[src/rtl/dma_slave_pkg.sv]
package dma_slave_pkg;

  typedef enum logic [1:0] {
    PH_IDLE = 2'd0,
    PH_REQ  = 2'd1,
    PH_GAP  = 2'd2,
    PH_DONE = 2'd3
  } phase_t;

  localparam logic [2:0] SEL_MODE   = 3'd0;
  localparam logic [2:0] SEL_START  = 3'd1;
  localparam logic [2:0] SEL_CONFIG = 3'd2;
  localparam logic [2:0] SEL_INTEN  = 3'd3;
  localparam logic [2:0] SEL_STATUS = 3'd4;

  // bytes carried by one data cycle
  function automatic logic [2:0] step_bytes(input logic bus16);
    return bus16 ? 3'd2 : 3'd4;
  endfunction

  function automatic logic [31:0] min_u(input logic [31:0] a, input logic [31:0] b);
    return (a < b) ? a : b;
  endfunction

  // alignment rule depends on bus width
  function automatic logic start_ok(input logic [1:0] low_bits, input logic bus16);
    return bus16 ? (low_bits[0] == 1'b0) : (low_bits == 2'b00);
  endfunction

endpackage

[src/rtl/dma_cfg_regs.sv]
module dma_cfg_regs
  import dma_slave_pkg::*;
#(
  parameter int ADDR_W  = 16,
  parameter int LEN_W   = 16,
  parameter int BURST_W = 8
) (
  input  logic               clk,
  input  logic               rst_n,
  input  logic               cfg_we,
  input  logic [2:0]         cfg_sel,
  input  logic [31:0]        cfg_wdata,
  input  logic               done_evt,
  output logic               arm,
  output logic [BURST_W-1:0] arm_burst,
  output logic [LEN_W-1:0]   arm_len,
  output logic               req_hi,
  output logic               ack_hi,
  output logic               bus16,
  output logic [ADDR_W-1:0]  start_addr,
  output logic               dir_wr,
  output logic [BURST_W-1:0] burst_bytes,
  output logic               int_en,
  output logic               done_flag
);

  localparam int BURST_LSB = 8;
  localparam int LEN_LSB   = 16;

  logic done_clr;

  assign arm       = cfg_we && (cfg_sel == SEL_CONFIG);
  assign arm_burst = cfg_wdata[BURST_LSB +: BURST_W];
  assign arm_len   = cfg_wdata[LEN_LSB +: LEN_W];
  assign done_clr  = cfg_we && (cfg_sel == SEL_STATUS) && cfg_wdata[0];

  always_ff @(posedge clk or negedge rst_n) begin
    if (!rst_n) begin
      req_hi      <= 1'b1;
      ack_hi      <= 1'b1;
      bus16       <= 1'b0;
      start_addr  <= '0;
      dir_wr      <= 1'b0;
      burst_bytes <= '0;
      int_en      <= 1'b0;
    end else if (cfg_we) begin
      case (cfg_sel)
        SEL_MODE: begin
          req_hi <= cfg_wdata[0];
          ack_hi <= cfg_wdata[1];
          bus16  <= cfg_wdata[2];
        end
        SEL_START:  start_addr <= cfg_wdata[ADDR_W-1:0];
        SEL_CONFIG: begin
          dir_wr      <= cfg_wdata[0];
          burst_bytes <= arm_burst;
        end
        SEL_INTEN:  int_en <= cfg_wdata[3];
        default: ;
      endcase
    end
  end

  // sticky completion bit: a new completion wins over a clear
  always_ff @(posedge clk or negedge rst_n) begin
    if (!rst_n)        done_flag <= 1'b0;
    else if (done_evt) done_flag <= 1'b1;
    else if (done_clr) done_flag <= 1'b0;
  end

  assert_done_sets_R11: assert property (@(posedge clk) disable iff (!rst_n)
    done_evt |=> done_flag);
  assert_done_sticky_R11: assert property (@(posedge clk) disable iff (!rst_n)
    (done_flag && !done_clr) |=> done_flag);

endmodule

[src/rtl/dma_addr_counter.sv]
module dma_addr_counter
  import dma_slave_pkg::*;
#(
  parameter int ADDR_W  = 16,
  parameter int LEN_W   = 16,
  parameter int BURST_W = 8
) (
  input  logic               clk,
  input  logic               rst_n,
  input  logic               arm,
  input  logic               bus16,
  input  logic [ADDR_W-1:0]  start_addr,
  input  logic [BURST_W-1:0] arm_burst,
  input  logic [LEN_W-1:0]   arm_len,
  input  logic [BURST_W-1:0] burst_bytes,
  input  logic               beat,
  output logic [ADDR_W-1:0]  cur_addr,
  output logic               last_in_burst,
  output logic               last_total
);

  logic [2:0]         step;
  logic [BURST_W-1:0] burst_left;
  logic [LEN_W-1:0]   remaining;
  logic [LEN_W-1:0]   take;
  logic [LEN_W-1:0]   rem_after;

  assign step          = step_bytes(bus16);
  assign take          = LEN_W'(min_u(32'(step), 32'(burst_left)));
  assign rem_after     = remaining - take;
  assign last_in_burst = 32'(burst_left) <= 32'(step);
  assign last_total    = 32'(remaining) <= 32'(step);

  always_ff @(posedge clk or negedge rst_n) begin
    if (!rst_n) begin
      cur_addr   <= '0;
      remaining  <= '0;
      burst_left <= '0;
    end else if (arm) begin
      cur_addr   <= start_addr;
      remaining  <= arm_len;
      burst_left <= BURST_W'(min_u(32'(arm_burst), 32'(arm_len)));
    end else if (beat) begin
      cur_addr  <= cur_addr + ADDR_W'(step);
      remaining <= rem_after;
      if (last_in_burst)
        burst_left <= BURST_W'(min_u(32'(burst_bytes), 32'(rem_after)));
      else
        burst_left <= burst_left - BURST_W'(take);
    end
  end

  assert_idle_stable_R9: assert property (@(posedge clk) disable iff (!rst_n)
    (!arm && !beat) |=> ($stable(cur_addr) && $stable(remaining)));
  assert_burst_fits_R6: assert property (@(posedge clk) disable iff (!rst_n)
    32'(burst_left) <= 32'(remaining));

endmodule

[src/rtl/dma_handshake.sv]
module dma_handshake
  import dma_slave_pkg::*;
(
  input  logic clk,
  input  logic rst_n,
  input  logic arm,
  input  logic arm_ok,
  input  logic arm_len_nz,
  input  logic req_hi,
  input  logic ack_hi,
  input  logic dack,
  input  logic xfer_stb,
  input  logic last_in_burst,
  input  logic last_total,
  output logic dreq,
  output logic beat,
  output logic done_evt,
  output logic err_flag
);

  phase_t phase;
  logic   ack_act;
  logic   burst_end;
  logic   req_int;

  assign ack_act   = (dack == ack_hi);
  assign beat      = (phase == PH_REQ) && ack_act && xfer_stb;
  assign burst_end = beat && last_in_burst;
  assign done_evt  = beat && last_total;
  assign req_int   = (phase == PH_REQ) && !burst_end;
  assign dreq      = req_hi ? req_int : ~req_int;

  always_ff @(posedge clk or negedge rst_n) begin
    if (!rst_n) begin
      phase    <= PH_IDLE;
      err_flag <= 1'b0;
    end else if (arm) begin
      err_flag <= !arm_ok;
      phase    <= (arm_ok && arm_len_nz) ? PH_REQ : PH_IDLE;
    end else begin
      case (phase)
        PH_REQ:  if (done_evt) phase <= PH_DONE;
                 else if (burst_end) phase <= PH_GAP;
        PH_GAP:  if (!ack_act) phase <= PH_REQ;
        default: ;
      endcase
    end
  end

  assert_burst_closes_R4: assert property (@(posedge clk) disable iff (!rst_n)
    (burst_end && !arm) |=> (phase != PH_REQ));
  assert_gap_quiet_R5: assert property (@(posedge clk) disable iff (!rst_n)
    (phase == PH_GAP) |-> !req_int);
  assert_done_holds_R7: assert property (@(posedge clk) disable iff (!rst_n)
    (phase == PH_DONE && !arm) |=> (phase == PH_DONE && !req_int));
  assert_err_blocks_req_R10: assert property (@(posedge clk) disable iff (!rst_n)
    err_flag |-> !req_int);

endmodule

[src/rtl/dma_slave_engine.sv]
module dma_slave_engine
  import dma_slave_pkg::*;
#(
  parameter int ADDR_W  = 16,
  parameter int LEN_W   = 16,
  parameter int BURST_W = 8,
  parameter int DATA_W  = 32
) (
  input  logic              clk,
  input  logic              rst_n,
  input  logic              cfg_we,
  input  logic [2:0]        cfg_sel,
  input  logic [31:0]       cfg_wdata,
  output logic              dreq,
  input  logic              dack,
  input  logic              xfer_stb,
  input  logic [DATA_W-1:0] host_wdata,
  output logic [DATA_W-1:0] host_rdata,
  output logic [ADDR_W-1:0] mem_addr,
  output logic              mem_we,
  output logic              mem_re,
  output logic [DATA_W-1:0] mem_wdata,
  input  logic [DATA_W-1:0] mem_rdata,
  output logic              irq,
  output logic              err
);

  logic               arm, req_hi, ack_hi, bus16, dir_wr, int_en, done_flag;
  logic [BURST_W-1:0] arm_burst, burst_bytes;
  logic [LEN_W-1:0]   arm_len;
  logic [ADDR_W-1:0]  start_addr;
  logic               beat, done_evt, last_in_burst, last_total;
  logic               arm_ok, arm_len_nz;

  dma_cfg_regs #(.ADDR_W(ADDR_W), .LEN_W(LEN_W), .BURST_W(BURST_W)) u_regs (
    .clk(clk), .rst_n(rst_n), .cfg_we(cfg_we), .cfg_sel(cfg_sel),
    .cfg_wdata(cfg_wdata), .done_evt(done_evt), .arm(arm),
    .arm_burst(arm_burst), .arm_len(arm_len), .req_hi(req_hi),
    .ack_hi(ack_hi), .bus16(bus16), .start_addr(start_addr),
    .dir_wr(dir_wr), .burst_bytes(burst_bytes), .int_en(int_en),
    .done_flag(done_flag)
  );

  assign arm_ok     = start_ok(start_addr[1:0], bus16) && (arm_burst != '0);
  assign arm_len_nz = (arm_len != '0);

  dma_addr_counter #(.ADDR_W(ADDR_W), .LEN_W(LEN_W), .BURST_W(BURST_W)) u_cnt (
    .clk(clk), .rst_n(rst_n), .arm(arm), .bus16(bus16),
    .start_addr(start_addr), .arm_burst(arm_burst), .arm_len(arm_len),
    .burst_bytes(burst_bytes), .beat(beat), .cur_addr(mem_addr),
    .last_in_burst(last_in_burst), .last_total(last_total)
  );

  dma_handshake u_hs (
    .clk(clk), .rst_n(rst_n), .arm(arm), .arm_ok(arm_ok),
    .arm_len_nz(arm_len_nz), .req_hi(req_hi), .ack_hi(ack_hi),
    .dack(dack), .xfer_stb(xfer_stb), .last_in_burst(last_in_burst),
    .last_total(last_total), .dreq(dreq), .beat(beat),
    .done_evt(done_evt), .err_flag(err)
  );

  assign mem_we     = beat && dir_wr;
  assign mem_re     = beat && !dir_wr;
  assign mem_wdata  = host_wdata;
  assign host_rdata = mem_rdata;
  assign irq        = done_flag && int_en;

  assert_one_strobe_R3: assert property (@(posedge clk) disable iff (!rst_n)
    $onehot0({mem_we, mem_re}));

endmodule

[config.mk]
export PLATFORM = sky130hd
export DESIGN_NAME = dma_slave_engine
export DESIGN_NICKNAME = d
export VERILOG_FILES = /design/src/rtl/dma_slave_pkg.sv /design/src/rtl/dma_cfg_regs.sv /design/src/rtl/dma_addr_counter.sv /design/src/rtl/dma_handshake.sv /design/src/rtl/dma_slave_engine.sv
export SDC_FILE = /design/constraint.sdc
export NUM_CORES = 1
export LEC_CHECK = 0
export BUFFER_PORTS_ARGS = -buffer_cell sky130_fd_sc_hd__buf_2
export CAP_MARGIN = 20
export CORE_MARGIN = 3
export CORE_UTILIZATION = 46
export DETAILED_ROUTE_END_ITERATION = 10
export PLACE_DENSITY_LB_ADDON = 0.3
export SLEW_MARGIN = 40
export SYNTH_ARGS = -nofsm -noshare
export SYNTH_HDL_FRONTEND = slang
export SYNTH_SLANG_ARGS = --single-unit
[constraint.sdc]
create_clock -name clk -period 5.6 [get_ports clk]
set_input_delay 0.56 -clock clk [delete_from_list [all_inputs] [get_ports clk]]
set_output_delay 0.56 -clock clk [all_outputs]
set_load 0.01 [all_outputs]
### Yosys cells after proc, flatten, opt, wreduce, memory -nomap -nowiden

Index checks and enable logic that the tools add are counted.

| storage, ports and cells | value |
|---|---|
| flip-flop bits (word level) | 73 |
| input port bits | 104 |
| output and inout bits | 85 |
| logic and storage cells | 81 |

| operators by class | value |
|---|---|
| $add $sub $neg | 3 |
| magnitude comparators | 5 |
| eq/ne operators | 9 |
| muxes and demuxes | 21 |
| bitwise logic cells | 2 |
| reduce and logical (&&, ||, !) cells | 28 |

Operators by type and width:

| operator | number |
|---|---|
| 2-to-1 mux 16 bit | 4 |
| 2-to-1 mux 8 bit | 6 |
| < comparator 8 x 16 -> 1 bit | 2 |
| adder 16 x 3 -> 16 bit | 1 |
| less-or-equal comparator 16 x 3 -> 1 bit | 1 |
| nonzero test 16 bit | 1 |
| subtractor 16 x 8 -> 16 bit | 1 |
| logical AND 1 bit | 13 |
| less-or-equal comparator 8 x 3 -> 1 bit | 1 |
| < comparator 3 x 8 -> 1 bit | 1 |
| 2-to-1 mux 2 bit | 4 |
| AND reduction 2 bit | 4 |
| nonzero test 8 bit | 1 |
| subtractor 8 bit | 1 |
| == test 3 x 2 -> 1 bit (second input constant) | 2 |
| 2-to-1 mux 1 bit | 5 |
| inequality test 4 x 3 -> 1 bit (second input constant) | 1 |
| one-hot mux 2 bit (2 select lines) | 1 |
| nonzero test 2 bit | 2 |
| == test 3 x 1 -> 1 bit (second input constant) | 1 |
| == test 3 bit (second input constant) | 1 |
| logical NOT 1 bit | 3 |
| logical NOT 3 bit | 1 |
| 2-to-1 mux 3 bit | 1 |
| other kinds (8) | 9 |

### Longest topological paths before layout

| logic depth | value |
|---|---|
| depth after elaboration | 9 |
| gate-level depth with buffers | 24 |
| mapped depth without buffers | 24 |

### By module

A second synthesis with hierarchy kept.

| unflattened totals | value |
|---|---|
| cells, all modules | 607 |
| area, all modules | 5634.2 um^2 |

By module, submodules not included:

| module | instances | cells an instance | area each (um^2) | seq. area each (um^2) |
|---|---|---|---|---|
| dma_addr_counter | 1 | 415 | 3513.4 | 1001.0 |
| dma_cfg_regs | 1 | 92 | 1346.3 | 753.2 |
| dma_slave_engine | 1 | 76 | 555.5 | 0.0 |
| dma_handshake | 1 | 24 | 219.0 | 75.1 |

### Worst setup path after synthesis

Ideal clock, no wire load.

| timing path | value |
|---|---|
| kind | register to register |
| start | register u_regs.bus16 |
| end | register u_cnt.burst_left[3] |
| library setup time | 0.126 ns |
| data arrival time | 5.386 ns |
| required time | 5.474 ns |
| slack | 0.088 ns |
| cell stages (with the launch flop) | 25 |
| path buffers | 1 |
| period minus slack after synthesis | 5.512 ns |
| cell sequence | dfrtp_1 > inv_1 > ha_1 > nand2_1 > o21ai_1 > nand2_1 > clkbuf_1 > o21ai_0 > ha_1 > a21oi_1 > nor2b_1 > a311o_1 > a21o_1 > a21oi_1 > xnor2_1 > inv_1 > ha_1 > o21a_1 > o21ai_0 > a221oi_2 > nand4_1 > or4b_4 > a211o_1 > or4b_1 > o311a_1 |

| on the way | value |
|---|---|
| word-level cells in the longest chain between the ends | 9 |
| elaborated cells between the ends (all ways) | 11 |
| those cells by class | add/sub: 2; order compare: 3; mux: 6 |

RTL lines:

| what | line | RTL |
|---|---|---|
| start: declaration | dma_cfg_regs.sv:19 | `output logic bus16,` |
| start signal: assignment | dma_cfg_regs.sv:51 | `bus16 <= cfg_wdata[2];` |
| 2-to-1 mux 3 bit (*) | dma_slave_pkg.sv:18 | `return bus16 ? 3'd2 : 3'd4;` |
| < comparator 3 x 8 -> 1 bit | dma_slave_pkg.sv:22 | `return (a < b) ? a : b;` |
| 2-to-1 mux 8 bit | dma_slave_pkg.sv:22 |  |
| subtractor 16 x 8 -> 16 bit | dma_addr_counter.sv:30 | `assign rem_after = remaining - take;` |
| < comparator 8 x 16 -> 1 bit | dma_slave_pkg.sv:22 |  |
| 2-to-1 mux 8 bit | dma_slave_pkg.sv:22 |  |
| 2-to-1 mux 8 bit (*) | dma_addr_counter.sv:46 | `if (last_in_burst)` |
| 2-to-1 mux 8 bit (*) | dma_addr_counter.sv:43 | `end else if (beat) begin` |
| 2-to-1 mux 8 bit (*) | dma_addr_counter.sv:39 | `end else if (arm) begin` |
| end signal: assignment | dma_addr_counter.sv:42 | `burst_left <= BURST_W'(min_u(32'(arm_burst), 32'(arm_len)));` |
| end signal: assignment | dma_addr_counter.sv:47 | `burst_left <= BURST_W'(min_u(32'(burst_bytes), 32'(rem_after)));` |
| end signal: assignment | dma_addr_counter.sv:49 | `burst_left <= burst_left - BURST_W'(take);` |
| end: declaration | dma_addr_counter.sv:23 | `logic [BURST_W-1:0] burst_left;` |

Every way passes the cells marked *; elsewhere a longest branch is shown, timed or not. The select of a mux whose other input is x is not followed.
A chain may end at the register's enable or synchronous reset.

### Worst setup path in the final report

| timing path | value |
|---|---|
| start | register u_cnt.burst_left[6] |
| end | register u_cnt.burst_left[3] |

| on the way | value |
|---|---|
| word-level cells in the longest chain between the ends | 8 |
| elaborated cells between the ends (all ways) | 10 |
| those cells by class | add/sub: 2; order compare: 3; mux: 5 |

RTL lines:

| what | line |
|---|---|
| < comparator 3 x 8 -> 1 bit | dma_slave_pkg.sv:22 |
| 2-to-1 mux 8 bit | dma_slave_pkg.sv:22 |
| subtractor 16 x 8 -> 16 bit | dma_addr_counter.sv:30 |
| < comparator 8 x 16 -> 1 bit | dma_slave_pkg.sv:22 |
| 2-to-1 mux 8 bit | dma_slave_pkg.sv:22 |
| 2-to-1 mux 8 bit (*) | dma_addr_counter.sv:46 |
| 2-to-1 mux 8 bit (*) | dma_addr_counter.sv:43 |
| 2-to-1 mux 8 bit (*) | dma_addr_counter.sv:39 |

Marks and branches as above.

==> metrics.md <==
| Metric | Value |
|---|---|
| Status | `finished, final reports clean` |
| Worst slew margin | `44.7%` |
| Syn Std Cell Area | `5360 µm²` |
| Vias in the first global route | `4,654` |
| Compound-Gate Fraction of Synth Area | `15.7%` |
| TNS Setup | `0 ps` |
| Core footprint | `11,100 µm²` |
| Final Hold Viols | `0` |
| Crit. Startpoint | `u_cnt.burst_left[6]$_DFFE_PN0P_` |
| Placed Cells | `768` |
| Combinational Power Share | `43.8%` |
| Std cell rows | `38` |
| Detail Placement HPWL | `10.4 mm` |
| CTS Buffer Depth | `2` |
| Initial antenna violation count | `0` |
| Total Wirelength | `14.2 mm` |
| Ys async rst share | `100%` |
| Crit path kind | `reg2reg` |
| Arrival time at the worst endpoint | `5580 ps` |
| Avg WL per Cell | `18.0 µm` |
| Synth Area in XOR/XNOR | `4.58%` |
| Final slew viol count | `0` |
| Ant diodes | `0` |
| Hold Crit Class | `in2async` |
| GR Util All Layers | `21.7%` |
| Synthesized flop and latch total | `73` |
| Required @ worst endpoint | `5820 ps` |
| Post-Layout Cell Count | `787` |
| Drt first-iter violations | `340` |
| Placed Area | `5370 µm²` |
| Layout area overhead | `7.99%` |
| Layout Nets | `777` |
| Sw frac | `40.8%` |
| First-pass GRT wire length | `22.7 mm` |
| CTS tree | `built` |
| Pin count of the biggest net entering global routing | `74` |
| Total Power | `0.00275 W` |
| Worst-path clk slew | `60 ps` |
| I/O pins | `189` |
| Max Cap Viol | `0` |
| Worst r2r path cells | `21` |
| Final worst path period need | `5370 ps` |
| Max IR drop VDD | `300 µV` |
| CP max FO | `6` |
| Area of the die | `13,000 µm²` |
| PortBufs | `60` |
| Static leakage | `2.52 nW` |
| Design area | `5780 µm²` |
| Post-synthesis simple-gate area fraction | `19.8%` |
| Crit. End Element | `flop` |
| Fmax | `186 MHz` |
| Die height | `114 µm` |
| Final Wtd Congestion | `0.908` |
| Starting Density | `48.1%` |
| Reg2reg setup slack | `230 ps` |
| Pint | `0.00163 W` |
| Total CTS buffers | `9` |
| Die W | `114 µm` |
| Net switching power | `0.00112 W` |
| Filler Cell Count | `1,060` |
| Worst Clk Skew | `5.21 ps` |
| Pwr/cell area | `476 nW/µm²` |
| Vias | `4,630` |
| Share of cells above drive strength 1 | `19.9%` |
| Synth warnings | `0` |
| Final ANT Viol Nets | `0` |
| Crit share post-route | `95.8%` |
| Clk Tree Root Cell | `clkbuf_16` |
| Number of synthesized flops with an enable pin | `0` |
| Drt first pass iters | `5` |
| Area occupied by multi-input gates | `2940 µm²` |
| Count of cell types in the netlist | `57` |
| Sequential-to-total area share from yosys stat | `34.2%` |
| Final setup violating endpoints | `0` |
| Clock sinks | `73` |
| Worst slew pin tran | `817 ps` |
| GRT Residual Overflow | `0` |
| R2R Path End | `u_cnt.burst_left[3]$_DFFE_PN0P_` |
| Worst r2r src | `u_cnt.burst_left[6]$_DFFE_PN0P_` |
| Sequential share of power | `32.1%` |
| Clk_lat worst skew | `330 ps` |
| Syn avg cell area | `8.40 µm²` |
| Synthesized instance count | `638` |
| Clock power share | `24.2%` |
| H-tree levels | `3` |
| Synth Area in Adders | `7.38%` |
| Drt drc | `0` |
| Startpoint types | `flop` |
| Top FF cell, synth | `dfrtp_1` |
| Area taken by flip-flops and latches | `1830 µm²` |
| Largest family of logic cells by synthesized area | `simple AND/OR/NAND/NOR gates` |
| Mux share of post-synthesis cell area | `6.12%` |
| Vias per cell | `5.88` |
## stage by stage
stage | utilization [%] | worst slack (ps) | hold slack [ps]
6_report | 52.0 | 235 | 238
5_1_grt | 52.0 | -66.4 | 278
4_1_cts | 51.3 | 58.7 | 268
3_5_place_dp | 48.3 | 101 | 459
3_3_place_gp | 48.2 | 261 | 460
2_1_floorplan | - | 87.7 | 264
## kinds of logic after synthesis
kind of cell	count (synthesis)
mux	30
compound gates	138
other cells	1
simple gates	230
xor+xnor	28
flops	73
fa+ha+maj	31
buf+inv	107
## per-layer routing
layer | track usage [%] | share of wire (%) | vias to the layer above
met1 | 27.5 | 42 | 2194
met4 | 11.6 | 4.1 | 0
met2 | 35.1 | 47 | 177
met3 | 3.98 | 7.0 | 72
met5 | 0 | 0 | -
li1 | - | - | 2187
## flip-flops by register name, indices dropped and copies added, names as in the netlist
name                cells
u_cnt.burst_left        8
u_cnt.cur_addr         16
u_cnt.remaining        16
u_hs.err_flag           1
u_hs.phase              2
u_regs.ack_hi           1
u_regs.burst_bytes      8
u_regs.bus16            1
u_regs.dir_wr           1
u_regs.done_flag        1
u_regs.int_en           1
u_regs.req_hi           1
u_regs.start_addr      16
## critical path: stages (launching register included)
cell and delay, ps:
dfrtp_1 410, or3_4 430, nor3_4 240, a21o_1 230
o21ai_1 110, ha_1 360, a21oi_1 180, nor2b_1 60
a311o_1 320, a21o_1 210, a21oi_2 160, xnor2_2 150
inv_1 70, ha_1 270, o21a_1 100, o21ai_0 80
a221oi_2 180, nand4_1 120, or4b_4 550, a211o_4 360
or4b_1 530, o311a_1 140
## what timing repair did
item / in CTS / in global routing
endpoints found under the setup margin: 0 / 8
resized for setup: 0 / 11
hold buffers: 0 / 0
setup buffers: 0 / 3
## cells in the mapped netlist (5+ instances only)
cell type	instances	area share, %
nor4_1	14	1.6
inv_1	21	1.5
nand3_1	8	0.75
nand4_1	7	0.82
nand2_1	110	7.7
a211oi_1	8	1.1
and3_1	5	0.58
o211ai_1	5	0.70
nor3_1	12	1.1
o21ai_0	53	5.0
mux2i_1	8	1.5
ha_1	30	7.0
nor2_1	45	3.2
dfrtp_1	71	33
mux2_2	22	4.6
clkbuf_1	18	1.3
a21oi_1	31	2.9
buf_4	64	9.0
a31oi_1	12	1.4
xnor2_1	12	2.0
xor2_1	16	2.6
## how the worst max path moves through the flow
stage / to / slack, ps / depth (start not counted)
finish: u_cnt.burst_left[3]$_DFFE_PN0P_ / 230 / 21
global route: u_cnt.burst_left[3]$_DFFE_PN0P_ / -70 / 23
CTS: u_cnt.burst_left[3]$_DFFE_PN0P_ / 60 / 21
detailed placement: u_cnt.burst_left[3]$_DFFE_PN0P_ / 100 / 21
global placement: u_cnt.burst_left[3]$_DFFE_PN0P_ / 260 / 21
floorplan: u_cnt.burst_left[3]$_DFFE_PN0P_ / 90 / 24
## final cells by class
cell class	count	share of cell area (%)
clock inverter	6	1.99
tap	140	3.03
timing repair buffer	74	7.12
sequential	73	31.7
clock buffer	10	3.96
multi-input combinational	463	50.9
inverter	21	1.36
## cells in the final DEF, fill, tap and decap left out, drive strengths merged, types with 5 or more instances in the layout
cell type,Yosys,layout
a211oi,8,8
a21oi,31,31
o21ai,54,54
nor3,12,12
inv,21,22
clkbuf,18,10
a31oi,12,12
xnor2,12,12
mux2,22,22
mux2i,8,8
conb,1,6
ha,30,30
nor2,45,45
or3,5,5
o211ai,5,5
nand3,8,8
nand2,110,110
buf,68,74
nand4,7,7
and3,5,5
dfrtp,71,71
nor4,14,14
xor2,16,16
## power by group through the flow
| stage | Combinational, W | Sequential (W) | Clock [W] |
|---|---|---|---|
| 6_report | 0.00120 | 0.000882 | 0.000665 |
| 3_5_place_dp | 0.00112 | 0.000878 | 0 |
| 4_1_cts | 0.00114 | 0.000869 | 0.000671 |
| 3_3_place_gp | 0.00109 | 0.000869 | 0 |
| 2_1_floorplan | 0.000841 | 0.000829 | 0 |
| 5_1_grt | 0.00134 | 0.000905 | 0.000696 |
Power figures use the tool's default switching activity.
